`src/rtl/scl_div_pkg.sv`:
```
`timescale 1ns/1ps
package scl_div_pkg;
    typedef enum logic [1:0] {
        ST_IDLE = 2'd0,
        ST_LOW  = 2'd1,
        ST_HIGH = 2'd2,
        ST_HOLD = 2'd3
    } scl_state_t;

    localparam logic [1:0] SEL_CLK   = 2'd0;
    localparam logic [1:0] SEL_EXT   = 2'd1;
    localparam logic [1:0] SEL_RANGE = 2'd2;
endpackage

```
`src/rtl/scl_div_regs.sv`:
```
`timescale 1ns/1ps
module scl_div_regs
    import scl_div_pkg::*;
#(
    parameter int CC_W      = 12,
    parameter int CC_LO_W   = 7,
    parameter int DATA_W    = 8,
    parameter int RANGE_W   = 3,
    parameter logic [RANGE_W-1:0] RANGE_RST = 3'd2
) (
    input  logic               clk,
    input  logic               rst_n,
    input  logic               wr_en,
    input  logic [1:0]         wr_sel,
    input  logic [DATA_W-1:0]  wr_data,
    output logic               fast_mode,
    output logic [CC_W-1:0]    cc,
    output logic [RANGE_W-1:0] freq_range
);
    localparam int CC_HI_W = CC_W - CC_LO_W;

    logic               fast_q;
    logic [CC_LO_W-1:0] cc_lo_q;
    logic [CC_HI_W-1:0] cc_hi_q;
    logic [RANGE_W-1:0] rng_q;

    // Mode bit sits in the top bit of the control byte; range code in the top field
    always_ff @(posedge clk or negedge rst_n) begin
        if (!rst_n) begin
            fast_q  <= 1'b0;
            cc_lo_q <= '0;
            cc_hi_q <= '0;
            rng_q   <= RANGE_RST;
        end else if (wr_en) begin
            case (wr_sel)
                SEL_CLK: begin
                    fast_q  <= wr_data[DATA_W-1];
                    cc_lo_q <= wr_data[CC_LO_W-1:0];
                end
                SEL_EXT:   cc_hi_q <= wr_data[CC_HI_W-1:0];
                SEL_RANGE: rng_q   <= wr_data[DATA_W-1 -: RANGE_W];
                default: ;
            endcase
        end
    end

    assign fast_mode  = fast_q;
    assign cc         = {cc_hi_q, cc_lo_q};
    assign freq_range = rng_q;
endmodule

```
`src/rtl/scl_phase_calc.sv`:
```
`timescale 1ns/1ps
module scl_phase_calc #(
    parameter int CC_W  = 12,
    parameter int CNT_W = CC_W + 2
) (
    input  logic             fast_mode,
    input  logic [CC_W-1:0]  cc,
    output logic [CNT_W-1:0] low_len,
    output logic [CNT_W-1:0] high_len,
    output logic             cfg_bad
);
    localparam logic [CC_W-1:0] CC_MIN = CC_W'(2);

    logic [CNT_W-1:0] cc_w;

    // Standard: period 2CC+5, low CC+3 takes the odd cycle, high CC+2.
    // Fast: period 3CC+6, low 2CC+4 (two thirds), high CC+2 (one third).
    always_comb begin
        cc_w     = CNT_W'(cc);
        high_len = cc_w + CNT_W'(2);
        if (fast_mode) low_len = (cc_w << 1) + CNT_W'(4);
        else           low_len = cc_w + CNT_W'(3);
        cfg_bad  = (cc < CC_MIN);
    end
endmodule

```
`src/rtl/scl_phase_fsm.sv`:
```
`timescale 1ns/1ps
module scl_phase_fsm
    import scl_div_pkg::*;
#(
    parameter int CNT_W = 14
) (
    input  logic             clk,
    input  logic             rst_n,
    input  logic             run,
    input  logic             scl_in,
    input  logic             cfg_bad,
    input  logic [CNT_W-1:0] low_len,
    input  logic [CNT_W-1:0] high_len,
    output logic             drive_low,
    output logic             fall_stb,
    output logic             rise_stb
);
    localparam logic [CNT_W-1:0] ONE = CNT_W'(1);

    scl_state_t       state_q, state_d;
    logic [CNT_W-1:0] cnt_q, cnt_d;
    logic [CNT_W-1:0] hi_q, hi_d;
    logic             fresh_q, fresh_d;
    logic             go;

    always_comb begin
        state_d = state_q;
        cnt_d   = cnt_q;
        hi_d    = hi_q;
        fresh_d = fresh_q;
        go      = run & ~cfg_bad;
        unique case (state_q)
            ST_IDLE: begin
                if (go && scl_in) begin
                    state_d = ST_LOW;
                    cnt_d   = low_len;
                    hi_d    = high_len;
                    fresh_d = 1'b1;
                end
            end
            ST_LOW: begin
                fresh_d = 1'b0;
                if (cnt_q == ONE) begin
                    state_d = ST_HIGH;
                    cnt_d   = hi_q;
                    fresh_d = 1'b1;
                end else begin
                    cnt_d = cnt_q - ONE;
                end
            end
            ST_HIGH, ST_HOLD: begin
                if (!scl_in) begin
                    state_d = ST_HOLD;
                end else begin
                    fresh_d = 1'b0;
                    state_d = ST_HIGH;
                    if (cnt_q == ONE) begin
                        if (go) begin
                            state_d = ST_LOW;
                            cnt_d   = low_len;
                            hi_d    = high_len;
                            fresh_d = 1'b1;
                        end else begin
                            state_d = ST_IDLE;
                        end
                    end else begin
                        cnt_d = cnt_q - ONE;
                    end
                end
            end
            default: state_d = ST_IDLE;
        endcase
    end

    always_ff @(posedge clk or negedge rst_n) begin
        if (!rst_n) begin
            state_q <= ST_IDLE;
            cnt_q   <= '0;
            hi_q    <= '0;
            fresh_q <= 1'b0;
        end else begin
            state_q <= state_d;
            cnt_q   <= cnt_d;
            hi_q    <= hi_d;
            fresh_q <= fresh_d;
        end
    end

    always_comb begin
        drive_low = (state_q == ST_LOW);
        fall_stb  = (state_q == ST_LOW) && fresh_q;
        rise_stb  = ((state_q == ST_HIGH) || (state_q == ST_HOLD)) && fresh_q && scl_in;
    end
endmodule

```
`src/rtl/scl_div_gen.sv`:
```
`timescale 1ns/1ps
module scl_div_gen #(
    parameter int CC_W    = 12,
    parameter int CC_LO_W = 7,
    parameter int DATA_W  = 8,
    parameter int RANGE_W = 3,
    parameter logic [RANGE_W-1:0] RANGE_RST = 3'd2
) (
    input  logic               clk,
    input  logic               rst_n,
    input  logic               wr_en,
    input  logic [1:0]         wr_sel,
    input  logic [DATA_W-1:0]  wr_data,
    input  logic               run,
    input  logic               scl_in,
    output logic               scl_drive_low,
    output logic               fall_stb,
    output logic               rise_stb,
    output logic [RANGE_W-1:0] freq_range,
    output logic               div_bad
);
    localparam int CNT_W = CC_W + 2;

    logic             fast_mode;
    logic [CC_W-1:0]  cc;
    logic [CNT_W-1:0] low_len, high_len;
    logic             cfg_bad;

    scl_div_regs #(
        .CC_W(CC_W), .CC_LO_W(CC_LO_W), .DATA_W(DATA_W),
        .RANGE_W(RANGE_W), .RANGE_RST(RANGE_RST)
    ) u_regs (
        .clk(clk), .rst_n(rst_n), .wr_en(wr_en), .wr_sel(wr_sel),
        .wr_data(wr_data), .fast_mode(fast_mode), .cc(cc),
        .freq_range(freq_range)
    );

    scl_phase_calc #(.CC_W(CC_W), .CNT_W(CNT_W)) u_calc (
        .fast_mode(fast_mode), .cc(cc), .low_len(low_len),
        .high_len(high_len), .cfg_bad(cfg_bad)
    );

    scl_phase_fsm #(.CNT_W(CNT_W)) u_fsm (
        .clk(clk), .rst_n(rst_n), .run(run), .scl_in(scl_in),
        .cfg_bad(cfg_bad), .low_len(low_len), .high_len(high_len),
        .drive_low(scl_drive_low), .fall_stb(fall_stb), .rise_stb(rise_stb)
    );

    assign div_bad = cfg_bad;
endmodule

```
`config.mk`:
```
export PLATFORM = sky130hd
export DESIGN_NAME = scl_div_gen
export DESIGN_NICKNAME = d
export VERILOG_FILES = /design/src/rtl/scl_div_pkg.sv /design/src/rtl/scl_div_regs.sv /design/src/rtl/scl_phase_calc.sv /design/src/rtl/scl_phase_fsm.sv /design/src/rtl/scl_div_gen.sv
export SDC_FILE = /design/constraint.sdc
export NUM_CORES = 1
export LEC_CHECK = 0
export CAP_MARGIN = 20
export CORE_MARGIN = 2
export CORE_UTILIZATION = 52
export CTS_BUF_LIST = sky130_fd_sc_hd__clkbuf_8
export DETAILED_ROUTE_END_ITERATION = 6
export PLACE_DENSITY = 0.73
export SLEW_MARGIN = 40
export SYNTH_ARGS = -nofsm -noshare
export SYNTH_HDL_FRONTEND = slang
export SYNTH_SLANG_ARGS = --single-unit
```
`constraint.sdc`:
```
create_clock -name clk -period 3.9 [get_ports clk]
set_input_delay 0.78 -clock clk [delete_from_list [all_inputs] [get_ports clk]]
set_output_delay 0.78 -clock clk [all_outputs]
set_load 0.005 [all_outputs]
```
# [Yosys cells after proc, flatten, opt, wreduce, memory -nomap -nowiden]
# Index checks and enable logic that the tools add are counted.
[word_totals] out_inout_bits=7 register_bits=47 wordCells=67
[op_classes] muxes=24 eq_ne=12 add_sub_neg=4 reduce_logical=16 magnitude_cmp=1 bitwise_logic=2
[op_table] operator="14-bit two-way mux" n=10
[op_table] operator="14-bit one-hot mux with 3 select lines" n=1
[op_table] operator="14-bit one-hot mux with 2 select lines" n=1
[op_table] operator="12-bit by 2-bit adder with 13-bit output (second input constant)" n=2
[op_table] operator="13-bit by 3-bit adder with 14-bit output (second input constant)" n=1
[op_table] operator="14-bit by 1-bit == test with 1-bit output (second input constant)" n=1
[op_table] operator="14-bit by 1-bit subtractor with 14-bit output (second input constant)" n=1
[op_table] operator="12-bit by 2-bit less-than comparator with 1-bit output (second input constant)" n=1
[op_table] operator="2-bit AND reduction" n=5
[op_table] operator="2-bit two-way mux" n=4
[op_table] operator="2-bit by 1-bit inequality test with 1-bit output (second input constant)" n=4
[op_table] operator="2-bit == test (second input constant)" n=3
[op_table] operator="1-bit two-way mux" n=6
[op_table] operator="2-bit one-hot mux with 3 select lines" n=1
[op_table] operator="5-bit AND reduction" n=1
[op_table] operator="2-bit by 1-bit == test with 1-bit output (second input constant)" n=2
[op_table] operator="1-bit logical AND" n=4
[op_table] operator="2-bit zero test" n=2
[op_table] operator="3-bit by 2-bit inequality test with 1-bit output (second input constant)" n=1
[op_table] operator="1-bit one-hot mux with 3 select lines" n=1
[op_table] operator="3-bit AND reduction" n=1
[op_table] operator="2-bit inequality test (second input constant)" n=1
[op_table] operator="2-bit nonzero test" n=1
[op_table] operator="2-bit OR reduction" n=1
[op_table] operator="3 further kinds" n=3

# [Logic depth before layout (Yosys ltp)]
# Gate-level depths: netlist of the first run.
[logic_depth] word_depth=7 depth_mapped=10 mapped_depth_nobuf=8

# [Cells and area by module]
# From an unflattened synthesis of the first run, not the netlist that was laid out.
[hier_totals] cells_unflattened=364 area_unflattened_um2=3433.3
[modules_own_cells] mod="scl_phase_fsm" instances=1 seq_area_each_um2=775.7 cells_per_inst=209 area_per_inst_um2=2043.2
[modules_own_cells] mod="scl_phase_calc" instances=1 seq_area_each_um2=0.0 cells_per_inst=120 area_per_inst_um2=774.5
[modules_own_cells] mod="scl_div_regs" instances=1 seq_area_each_um2=401.6 cells_per_inst=35 area_per_inst_um2=615.6

# [Worst setup path before layout of the first run]
# No wires, ideal clock.
[synth_timing] path_kind="register -> register" startpoint="register u_fsm.cnt_q[3]" endpoint="register u_fsm.cnt_q[11]" arrival_time_ns=1.952 n_path_buf=0 t_required_ns=3.774 path_stages_with_launch=7 setup_slack_ns=1.821 path_cell_list="dfrtp_1 -> or3_4 -> or3_4 -> or4_1 -> nand3_1 -> a221oi_1 -> a221o_1"
[synth_between] elab_chain_cells=4 elab_cells_between_ends=8 classes_between="add/sub (1); eq/ne (2); mux (4); reduce/logical (1)"
[synth_lines] element="from (decl)" line="scl_phase_fsm.sv:21" source="logic [CNT_W-1:0] cnt_q, cnt_d;"
[synth_lines] element="from (signal assigned)" line="scl_phase_fsm.sv:83" source="cnt_q <= cnt_d;"
[synth_lines] element="14-bit by 1-bit subtractor with 14-bit output / 14-bit by 1-bit == test with 1-bit output (equally long branches)"
[synth_lines] element="14-bit two-way mux" line="scl_phase_fsm.sv:57" source="if (cnt_q == ONE) begin"
[synth_lines] element="14-bit two-way mux" line="scl_phase_fsm.sv:52" source="if (!scl_in) begin"
[synth_lines] element="14-bit one-hot mux with 3 select lines" line="scl_phase_fsm.sv:32" source="unique case (state_q)"
# Several ways; a longest one is shown, not always the timed one. The select of a mux whose other input is x is not followed.
# A chain may end at the register's enable or synchronous reset.

# [Worst setup path after layout of the first run]
[layout_timing] startpoint="input scl_in" endpoint="output rise_stb"
[layout_between] elab_chain_cells=1
[layout_lines] element="from (decl)" line="scl_div_gen.sv:15" source="input logic scl_in,"
[layout_lines] element="1-bit logical AND" line="scl_phase_fsm.sv:92" source="rise_stb = ((state_q == ST_HIGH) || (state_q == ST_HOLD)) && fresh_q && scl_in;"
[layout_lines] element="to (decl)" line="scl_div_gen.sv:18" source="output logic rise_stb,"
# No other way between the ends.

==> results of run 1 <==
==> stage by stage <==
step / hold slack [ns] / area, um2 / setup slack (ns)
after floorplan: 0.439 / 3020 / 1.82
after global placement: 0.454 / 3210 / 1.02
after detailed placement: 0.465 / 3220 / 1.01
after CTS: 0.489 / 3330 / 1.01
after global routing: 0.521 / 3330 / 0.939
final: 0.463 / 3330 / 1.01
==> logic make-up after synthesis <==
group                    count (synthesis)  share of synthesized area, %
adder cells (fa/ha/maj)                  6                          2.48
buffers and inverters                   31                          5.13
multiplexers                            15                          5.55
flip-flops                              46                          38.1
AND/OR/NAND/NOR                        141                          23.3
AO/OA/AOI/OAI                           91                          20.2
XOR/XNOR                                18                          5.22
==> flip-flops by register name, summed over array words and instances (netlist names) <==
name / flops
u_fsm.cnt_q: 14
u_fsm.hi_q: 13
u_regs.cc_lo_q: 7
u_regs.cc_hi_q: 5
u_regs.freq_range: 3
u_fsm.state_q: 2
u_fsm.fresh_q: 1
u_regs.fast_mode: 1
==> worst paths after layout <==
check	depth (start not counted)	to
worst max-delay path	3	rise_stb
worst min-delay path	1	u_fsm.cnt_q[1]
worst max register to register	6	u_fsm.cnt_q[11]
worst min register to register	2	u_fsm.hi_q[1]
max in group asynchronous	1	u_regs.cc_hi_q[1]
min in group clk	2	u_fsm.hi_q[1]
==> power breakdown <==
group / total (mW) / internal, mW / leakage, nW / switching [mW]
Sequential: 0.678 / 0.553 / 0.561 / 0.125
Combinational: 0.403 / 0.196 / 0.669 / 0.207
Clock: 0.352 / 0.189 / 0.0556 / 0.164
==> layout by cell type, fill, tap and decap left out, types with 3 or more instances in the layout <==
cell type	count
or3_1	3
clkbuf_8	5
xnor2_1	9
nor2_1	25
o211ai_1	7
o31ai_1	3
and3_1	4
mux2_2	14
dfrtp_1	45
nand3b_1	4
clkdlybuf4s50_1	20
nand4_1	4
and2_1	4
nor3_1	14
nand2_1	50
a21oi_1	17
buf_4	3
nor4_1	4
nand3_1	11
inv_1	11
o21ai_0	31
a221oi_1	8
ha_1	6
xor2_1	9
nor2b_1	3
==> layer usage <==
layer | routed length (um) | vias up
met2 | 3330 | 53
li1 | - | 1284
met3 | 253 | 8
met4 | 109 | 0
met5 | 0 | -
met1 | 3420 | 1219
==> final cells by class <==
type | instances | area, um2 | area share [%]
clock inverters | 3 | 41.3 | 1.24
flip-flops and latches | 46 | 1150 | 34.6
multi-input cells | 271 | 1710 | 51.5
well taps | 72 | 90.1 | 2.71
inverters | 10 | 37.5 | 1.13
repair buffers | 23 | 223 | 6.69
clock buffers | 5 | 68.8 | 2.07
==> worst register-to-register path, cell delays in order (launching register included) <==
cell and delay [ns]:
dfrtp_1 0.44, or3_4 0.42, nor3_1 0.25, nand2_1 0.32
a311oi_4 0.80, a221oi_1 0.12, a221o_1 0.30
==> metrics, run 1 <==
leading area contributor after synthesis=dfrtp_1; total CTS buffers=5; EDFF count, synth=0; Final Non-Filler Cells=430; Starting Density=54.2%; placer congestion estimate=about 0.94; r2r setup slk=1.15 ns; full die area=about 0.0064 mm2; final slew viol count=0; Critical R2R Launch=u_fsm.cnt_q[3]; Setup TNS=0 ns; LEAKAGE=1.29 nW; Buf/Inv on CP=2; Hold Path Class=primary input to async pin; CTS tree=done; Slew @ Worst Pin=around 0.76 ns; share of post-route cells with drive strength above 1=under 10%; Critical Path RT=3.12 ns; I/O pin count=22; top-area cell type share of the netlist area=a little under two fifths; CTS Sinks=between 40 and 50; slowest stage delay, CP=between 0.6 and 0.7 ns; CP Capture Type=output port; Max Cap Viol=0; via/cell ratio=between 5 and 6; CP max FO=8; Critical Path AT=2.11 ns; DRT Pass-1 Iters=4; cell with the most instances after synthesis=nand2_1; Synth Flop Type=dfrtp_1; final core utilization=approximately three fifths; GRT Util Overall=24.4%; RSZ-0062 raised after global routing=no; Synth area leaders=dfrtp_1, nand2_1, mux2_2, o21ai_0, nor2_1; Distinct cells, synth=between 50 and 60; grt total ovfl=0; Top Usage Layer GRT=met2; Layout fillers=roughly 500; total power=between 1 and 1.5 mW; Syn Area/Cell=8.68 um2; Ant. Diodes=0; met3 usage=between 3 and 4%; row count=27; status=finished clean; synth warn=0; Area Overhead vs Synth=10.1%; initial antenna violation count=0; ys async rst share=between 90% and 100%; Clock Root Buffer=clkbuf_8; DP Wirelength=between 5000 and 6000 um; Power Density=about 430 mW/mm2; Clock H-tree levels=2; Post-Syn Area=around 0.0030 mm2; DR WL/cell=around 17 um; worst vdd ir=about 0.27 mV; Critical Path Start=scl_in; Iter 0 DRT Violations=143; Crit path top cell by count=clkdlybuf4s50_1; commonest cells in the netlist=nand2_1, dfrtp_1, o21ai_0; critical path class=primary input to output port; Largest delay share family, worst path=buffers and inverters; met1 usage=about a third; PortBufs=21; Seq/Total Area, Yosys=between 30% and 40%; Mapped Nets=369; Routed WL=between 7000 and 8000 um; Nets=378; DRC=0; crit-path cells=clkdlybuf4s50_1 > and3_1 > clkdlybuf4s50_1; CORE AREA=around 0.0056 mm2; grt met2 use=approximately two fifths; largest net degree at the start of global routing=47; Final Critical Period=about 2.9 ns; final critical-path share of the clock period=between 70% and 80%; cts hold-fix bufs=0; fmax=between 300 and 400 MHz; die width=~80 um; clock skew=roughly 0.0046 ns; vias in the first global route=between 2000 and 2500; Rel. slew slack=49.0%; first-pass GRT wire length=around 12000 um; vias post-DR=approximately 2600; slowest stage cell, crit path=clkdlybuf4s50_1; setup violators final=0; dpl cells=around 420; Cells after Synth=348; post-CTS setup buffer count=0; Die Y=around 80 um; clock buffer depth=2; number of synthesized register bits=46; Resized Gates After CTS=0; critical path startpoint category=primary input; clk_lat worst skew=0.30 ns; Final ANT Viol Nets=0; endpoints failing hold=0; CTS clk-pin slew, worst paths=approximately 0.09 ns
Power figures use the tool's default switching activity.
==> inputs of run 2 (changes only) <==
==> constraint.sdc (replaced) <==
create_clock -name clk -period 2.8 [get_ports clk]
set_input_delay 0.56 -clock clk [delete_from_list [all_inputs] [get_ports clk]]
set_output_delay 0.56 -clock clk [all_outputs]
set_load 0.005 [all_outputs]
==> run 2 against run 1 <==
Register-to-register slack got worse by 0.82 ns. Non-clock buffer count increased by 8. Sequential cell count did not move. Final cell count rose by 1.9%. Die area unchanged. Clock power is 42% higher.
==> metrics, run 2 (synthesis results as in run 1) <==
CTS tree=done (unchanged); first-pass GRT wire length=12600 um (was 12200 um); critical path class=register to output port (was primary input to output port); die width=80.2 um (unchanged); post-CTS setup buffer count=0 (unchanged); dpl ws=0.327 ns (was 1.01 ns); DP Wirelength=5550 um (was 5260 um); reg2reg path depth=7 (was 6); via/cell ratio=6.08 (was 5.96); placer congestion estimate=0.936 (was 0.942); Die Y=80.2 um (unchanged); DRC=0 (unchanged); row count=27 (unchanged); CTS clk-pin slew, worst paths=0.09 ns (about the same); Ant. Diodes=0 (unchanged); share of post-route cells with drive strength above 1=11.5% (was 9.50%); final slew viol count=0 (unchanged); dpl cells=430 (was 422); initial antenna violation count=0 (unchanged); WHS=0.193 ns (was 0.463 ns); Resized Gates After CTS=0 (unchanged); Power Density=598 mW/mm2 (was 431 mW/mm2); CP Capture Type=output port (unchanged); CP max FO=10 (was 8); Area Overhead vs Synth=12.0% (was 10.1%); Top Registers=u_fsm.cnt_q x14, u_fsm.hi_q x13, u_regs.cc_lo_q x7 (unchanged); Starting Density=54.2% (unchanged); final worst setup slack=0.302 ns (was 1.01 ns); Final ANT Viol Nets=0 (unchanged); commonest non-fill, non-tap cells in the layout=nand2_1, dfrtp_1, o21ai_0 (unchanged); fmax=~400 MHz; clk_lat worst skew=0.30 ns (about the same); Largest Register=u_fsm.cnt_q (unchanged); GRT Util Overall=25.4% (was 24.4%); I/O pin count=22 (unchanged); vias in the first global route=2538 (was 2425); Routed WL=7430 um (was 7120 um); Clock Root Buffer=clkbuf_8 (unchanged); setup violators final=0 (unchanged); Clock H-tree levels=2 (unchanged); endpoints failing hold=0 (unchanged); DRT Pass-1 Iters=5 (was 4); Layout fillers=503 (was 495); Max Cap Viol=0 (unchanged); status=finished clean (unchanged); Iter 0 DRT Violations=284 (was 143); CORE AREA=0.00557 mm2 (unchanged); vias post-DR=2661 (was 2564); clock skew=0.00938 ns (was 0.00462 ns); max reg flops=14 (unchanged); Setup TNS=0 ns (unchanged); Nets=386 (was 378); Final Critical Period=around 2.5 ns; RSZ-0062 raised after global routing=no (unchanged); final core utilization=60.7% (was 59.7%); Rel. slew slack=57.9% (was 49.0%); commonest non-fill, non-tap cell in the layout=nand2_1 (unchanged); DR WL/cell=17.0 um (was 16.6 um); dpl cell area=0.00327 mm2 (was 0.00322 mm2); final critical-path share of the clock period=89.2%; total power=2.03 mW (was 1.43 mW); grt total ovfl=0 (unchanged); cts hold-fix bufs=0 (unchanged); total CTS buffers=5 (unchanged); LEAKAGE=1.32 nW (was 1.29 nW); Hold Path Class=primary input to async pin (unchanged); clock buffer depth=2 (unchanged); Critical Path RT=2.24 ns (was 3.12 ns); PortBufs=21 (unchanged); worst vdd ir=0.417 mV (was 0.266 mV); Final Non-Filler Cells=438 (was 430); Critical Path AT=1.94 ns (was 2.11 ns); Slew @ Worst Pin=0.629 ns (was 0.764 ns); critical path startpoint category=register (was primary input); full die area=0.00644 mm2 (unchanged); largest net degree at the start of global routing=28 (was 47); Final Cell Area=0.00338 mm2 (was 0.00333 mm2); CTS Sinks=46 (unchanged)
==> run 2: final cells by class <==
class                   count  area [um2]  area share [%]
flip-flops and latches     46        1150            34.0
inverters                  10        37.5            1.11
clock buffers               5        68.8            2.03
clock inverters             3        41.3            1.22
well taps                  72        90.1            2.66
repair buffers             31         280            8.28
multi-input cells         271        1710            50.6
==> run 2: path summary, 6_finish.rpt <==
path | startpoint | endpoint | slack, ns
worst max-delay path | u_regs.cc_lo_q[4] | div_bad | 0.30
worst min register to register | u_fsm.hi_q[11] | u_fsm.hi_q[11] | 0.47
worst min-delay path | rst_n | u_fsm.cnt_q[1] | 0.19
max in group asynchronous | rst_n | u_regs.freq_range[1] | 1.84
worst max register to register | u_fsm.cnt_q[3] | u_fsm.cnt_q[9] | 0.33
min in group clk | u_fsm.hi_q[11] | u_fsm.hi_q[11] | 0.47
==> run 2: per-layer routing <==
| layer | global-route usage (%) | share of wire [%] |
|---|---|---|
| met5 | 0 | 0 |
| met4 | 9.32 | 2.1 |
| met3 | 4.16 | 4.4 |
| met2 | 41.1 | 47 |
| met1 | 34.2 | 47 |
==> run 2: report_power, final <==
| group | total, mW | internal (mW) | switching, mW |
|---|---|---|---|
| combinational | 0.578 | 0.283 | 0.295 |
| sequential | 0.948 | 0.770 | 0.178 |
| clock | 0.499 | 0.263 | 0.236 |
| total | 2.03 | 1.32 | 0.709 |
==> run 2: worst max-delay path, cell delays in order, from the launching register on <==
cell,delay [ns]
dfrtp_1,0.50
nor4_1,0.31
nand3_1,0.23
inv_1,0.09
clkdlybuf4s50_1,0.50
==> inputs of run 3 (changes only) <==
--- a/config.mk
+++ b/config.mk
@@ -6,7 +6,7 @@
 export NUM_CORES = 1
 export LEC_CHECK = 0
 export CAP_MARGIN = 20
-export CORE_MARGIN = 2
+export CORE_MARGIN = 1
 export CORE_UTILIZATION = 52
 export CTS_BUF_LIST = sky130_fd_sc_hd__clkbuf_8
 export DETAILED_ROUTE_END_ITERATION = 6
==> run 3 against run 2 <==
Non-clock buffer count shrank 1. Largest power group unchanged. Via count grew 2.0%. Cell area shrank 0.15%. Worst hold slack gained 0.017 ns. First-iteration DRC count grew 11%. Sequential power grew 0.9%. Register-to-register slack is essentially flat. Utilization grew 0.28 points. Setup slack gained 0.013 ns.
==> metrics, run 3 (synthesis results as in run 1) <==
initial antenna violation count=0 (unchanged); DR WL/cell=16.8 um (was 17.0 um); Starting Density=54.5% (was 54.2%); Final Cell Area=0.00338 mm2 (about the same); dpl cell area=0.00327 mm2 (about the same); Critical Path AT=1.92 ns (was 1.94 ns); CTS Sinks=46 (unchanged); first-pass GRT wire length=12800 um (was 12600 um); Clk pwr share=25.1% (was 24.6%); DRC=0 (unchanged); LEAKAGE=1.32 nW (about the same); Largest Register=u_fsm.cnt_q (unchanged); CP Capture Type=output port (unchanged); total CTS buffers=5 (unchanged); DP Wirelength=5510 um (was 5550 um); final slew viol count=0 (unchanged); Iter 0 DRT Violations=315 (was 284); dpl ws=0.343 ns (was 0.327 ns); grt total ovfl=0 (unchanged); P_int=1.32 mW (about the same); dpl cells=429 (was 430); placer congestion estimate=0.924 (was 0.936); setup violators final=0 (unchanged); Sw Ratio=35.2% (was 35.0%); Die Y=78.2 um (was 80.2 um); CORE AREA=0.00554 mm2 (was 0.00557 mm2); total power=2.03 mW (about the same); Max Cap Viol=0 (unchanged); clock skew=0.0156 ns (was 0.00938 ns); row count=27 (unchanged); DRT Pass-1 Iters=5 (unchanged); Area Overhead vs Synth=11.8% (was 12.0%); die width=78.2 um (was 80.2 um); largest net degree at the start of global routing=26 (was 28); Final ANT Viol Nets=0 (unchanged); Psw=0.715 mW (was 0.709 mW); clk_lat worst skew=0.31 ns (was 0.30 ns); Routed WL=7350 um (was 7430 um); slowest stage cell, crit path=dfrtp_1 (unchanged); Rel. slew slack=56.7% (was 57.9%); Clock H-tree levels=2 (unchanged); Largest delay share family, worst path=buffers and inverters (unchanged); CTS tree=done (unchanged); final core utilization=61.0% (was 60.7%); Top Registers=u_fsm.cnt_q x14, u_fsm.hi_q x13, u_regs.cc_lo_q x7 (unchanged); vias post-DR=2713 (was 2661); RSZ-0062 raised after global routing=no (unchanged); Reg power frac=47.1% (was 46.8%); Logic pwr share=27.8% (was 28.5%); Slew @ Worst Pin=0.648 ns (was 0.629 ns); worst vdd ir=0.385 mV (was 0.417 mV); Critical Path RT=2.24 ns (about the same); commonest non-fill, non-tap cell in the layout=nand2_1 (unchanged); post-CTS setup buffer count=0 (unchanged); cts hold-fix bufs=0 (unchanged); WHS=0.210 ns (was 0.193 ns); commonest non-fill, non-tap cells in the layout=nand2_1, dfrtp_1, o21ai_0 (unchanged); clock buffer depth=2 (unchanged); max reg flops=14 (unchanged); PortBufs=21 (unchanged); Final Critical Period=2.48 ns (was 2.50 ns); final critical-path share of the clock period=88.7% (was 89.2%); vias in the first global route=2639 (was 2538); CTS clk-pin slew, worst paths=0.10 ns (was 0.09 ns); Setup TNS=0 ns (unchanged); Ant. Diodes=0 (unchanged); crit-path cells=nor4_1 > nand3_1 > inv_1 > clkdlybuf4s50_1 (unchanged); fmax=402 MHz (was 400 MHz); via/cell ratio=6.21 (was 6.08); Final Non-Filler Cells=437 (was 438); slowest stage delay, CP=0.50 ns (about the same); r2r setup slk=0.32 ns (was 0.33 ns); GRT Util Overall=26.5% (was 25.4%); final worst setup slack=0.315 ns (was 0.302 ns); share of post-route cells with drive strength above 1=11.5% (about the same); Resized Gates After CTS=0 (unchanged); critical path class=register to output port (unchanged); Clock Root Buffer=clkbuf_8 (unchanged); critical path startpoint category=register (unchanged); Power Density=601 mW/mm2 (was 598 mW/mm2); I/O pin count=22 (unchanged); full die area=0.00612 mm2 (was 0.00644 mm2); endpoints failing hold=0 (unchanged); Buf/Inv on CP=2 (unchanged); status=finished clean (unchanged); CP max FO=10 (unchanged); Nets=385 (was 386); Hold Path Class=primary input to async pin (unchanged)
-- run 3: changes by cell type in the layout (fill, tap and decap cells not counted) --
cell        previous run  this run
clkinv_2               0         1
inv_1                 11        10
inv_6                  0         1
buf_4                 10         9
clkinvlp_4             1         0
-- run 3: per-layer routing --
layer	up-vias	GRT usage [%]	share of wire, %
li1	1297	-	-
met1	1295	35.1	46
met2	105	44.6	47
met3	16	4.30	5.0
met4	0	7.59	1.9
met5	-	0	0
-- run 3: final cells by class --
cell class	count	area, um2
tap	72	90.1
multi-input combinational	271	1710
sequential	46	1150
fill	512	2160
timing repair buffer	30	273
clock inverter	3	43.8
clock buffer	5	68.8
inverter	10	37.5
-- run 3: worst reg2reg max path: cells and delay by family (launching register included) --
family / cells / cell delay (ns)
AOI/OAI and AO/OA: 2 / 0.39
and+or+nand+nor: 4 / 1.33
DFF: 1 / 0.46
buffers and inverters: 1 / 0.21
-- run 3: power groups by stage --
stage,combinational [mW],clock [mW],sequential [mW]
final,0.565,0.510,0.957
after global routing,0.630,0.552,0.976
after CTS,0.563,0.519,0.952
after detailed placement,0.559,0,0.966
after global placement,0.543,0,0.958
after floorplan,0.468,0,0.878
-- run 3: path summary, 6_finish.rpt --
check,start,to,cells past startpoint
min reg2reg,u_fsm.hi_q[11],u_fsm.hi_q[11],2
min,rst_n,u_fsm.cnt_q[4],1
max in group asynchronous,rst_n,u_regs.freq_range[1],2
max reg2reg,u_fsm.cnt_q[3],u_fsm.cnt_q[9],7
min in group clk,u_fsm.hi_q[11],u_fsm.hi_q[11],2
max,u_regs.cc_lo_q[4],div_bad,4
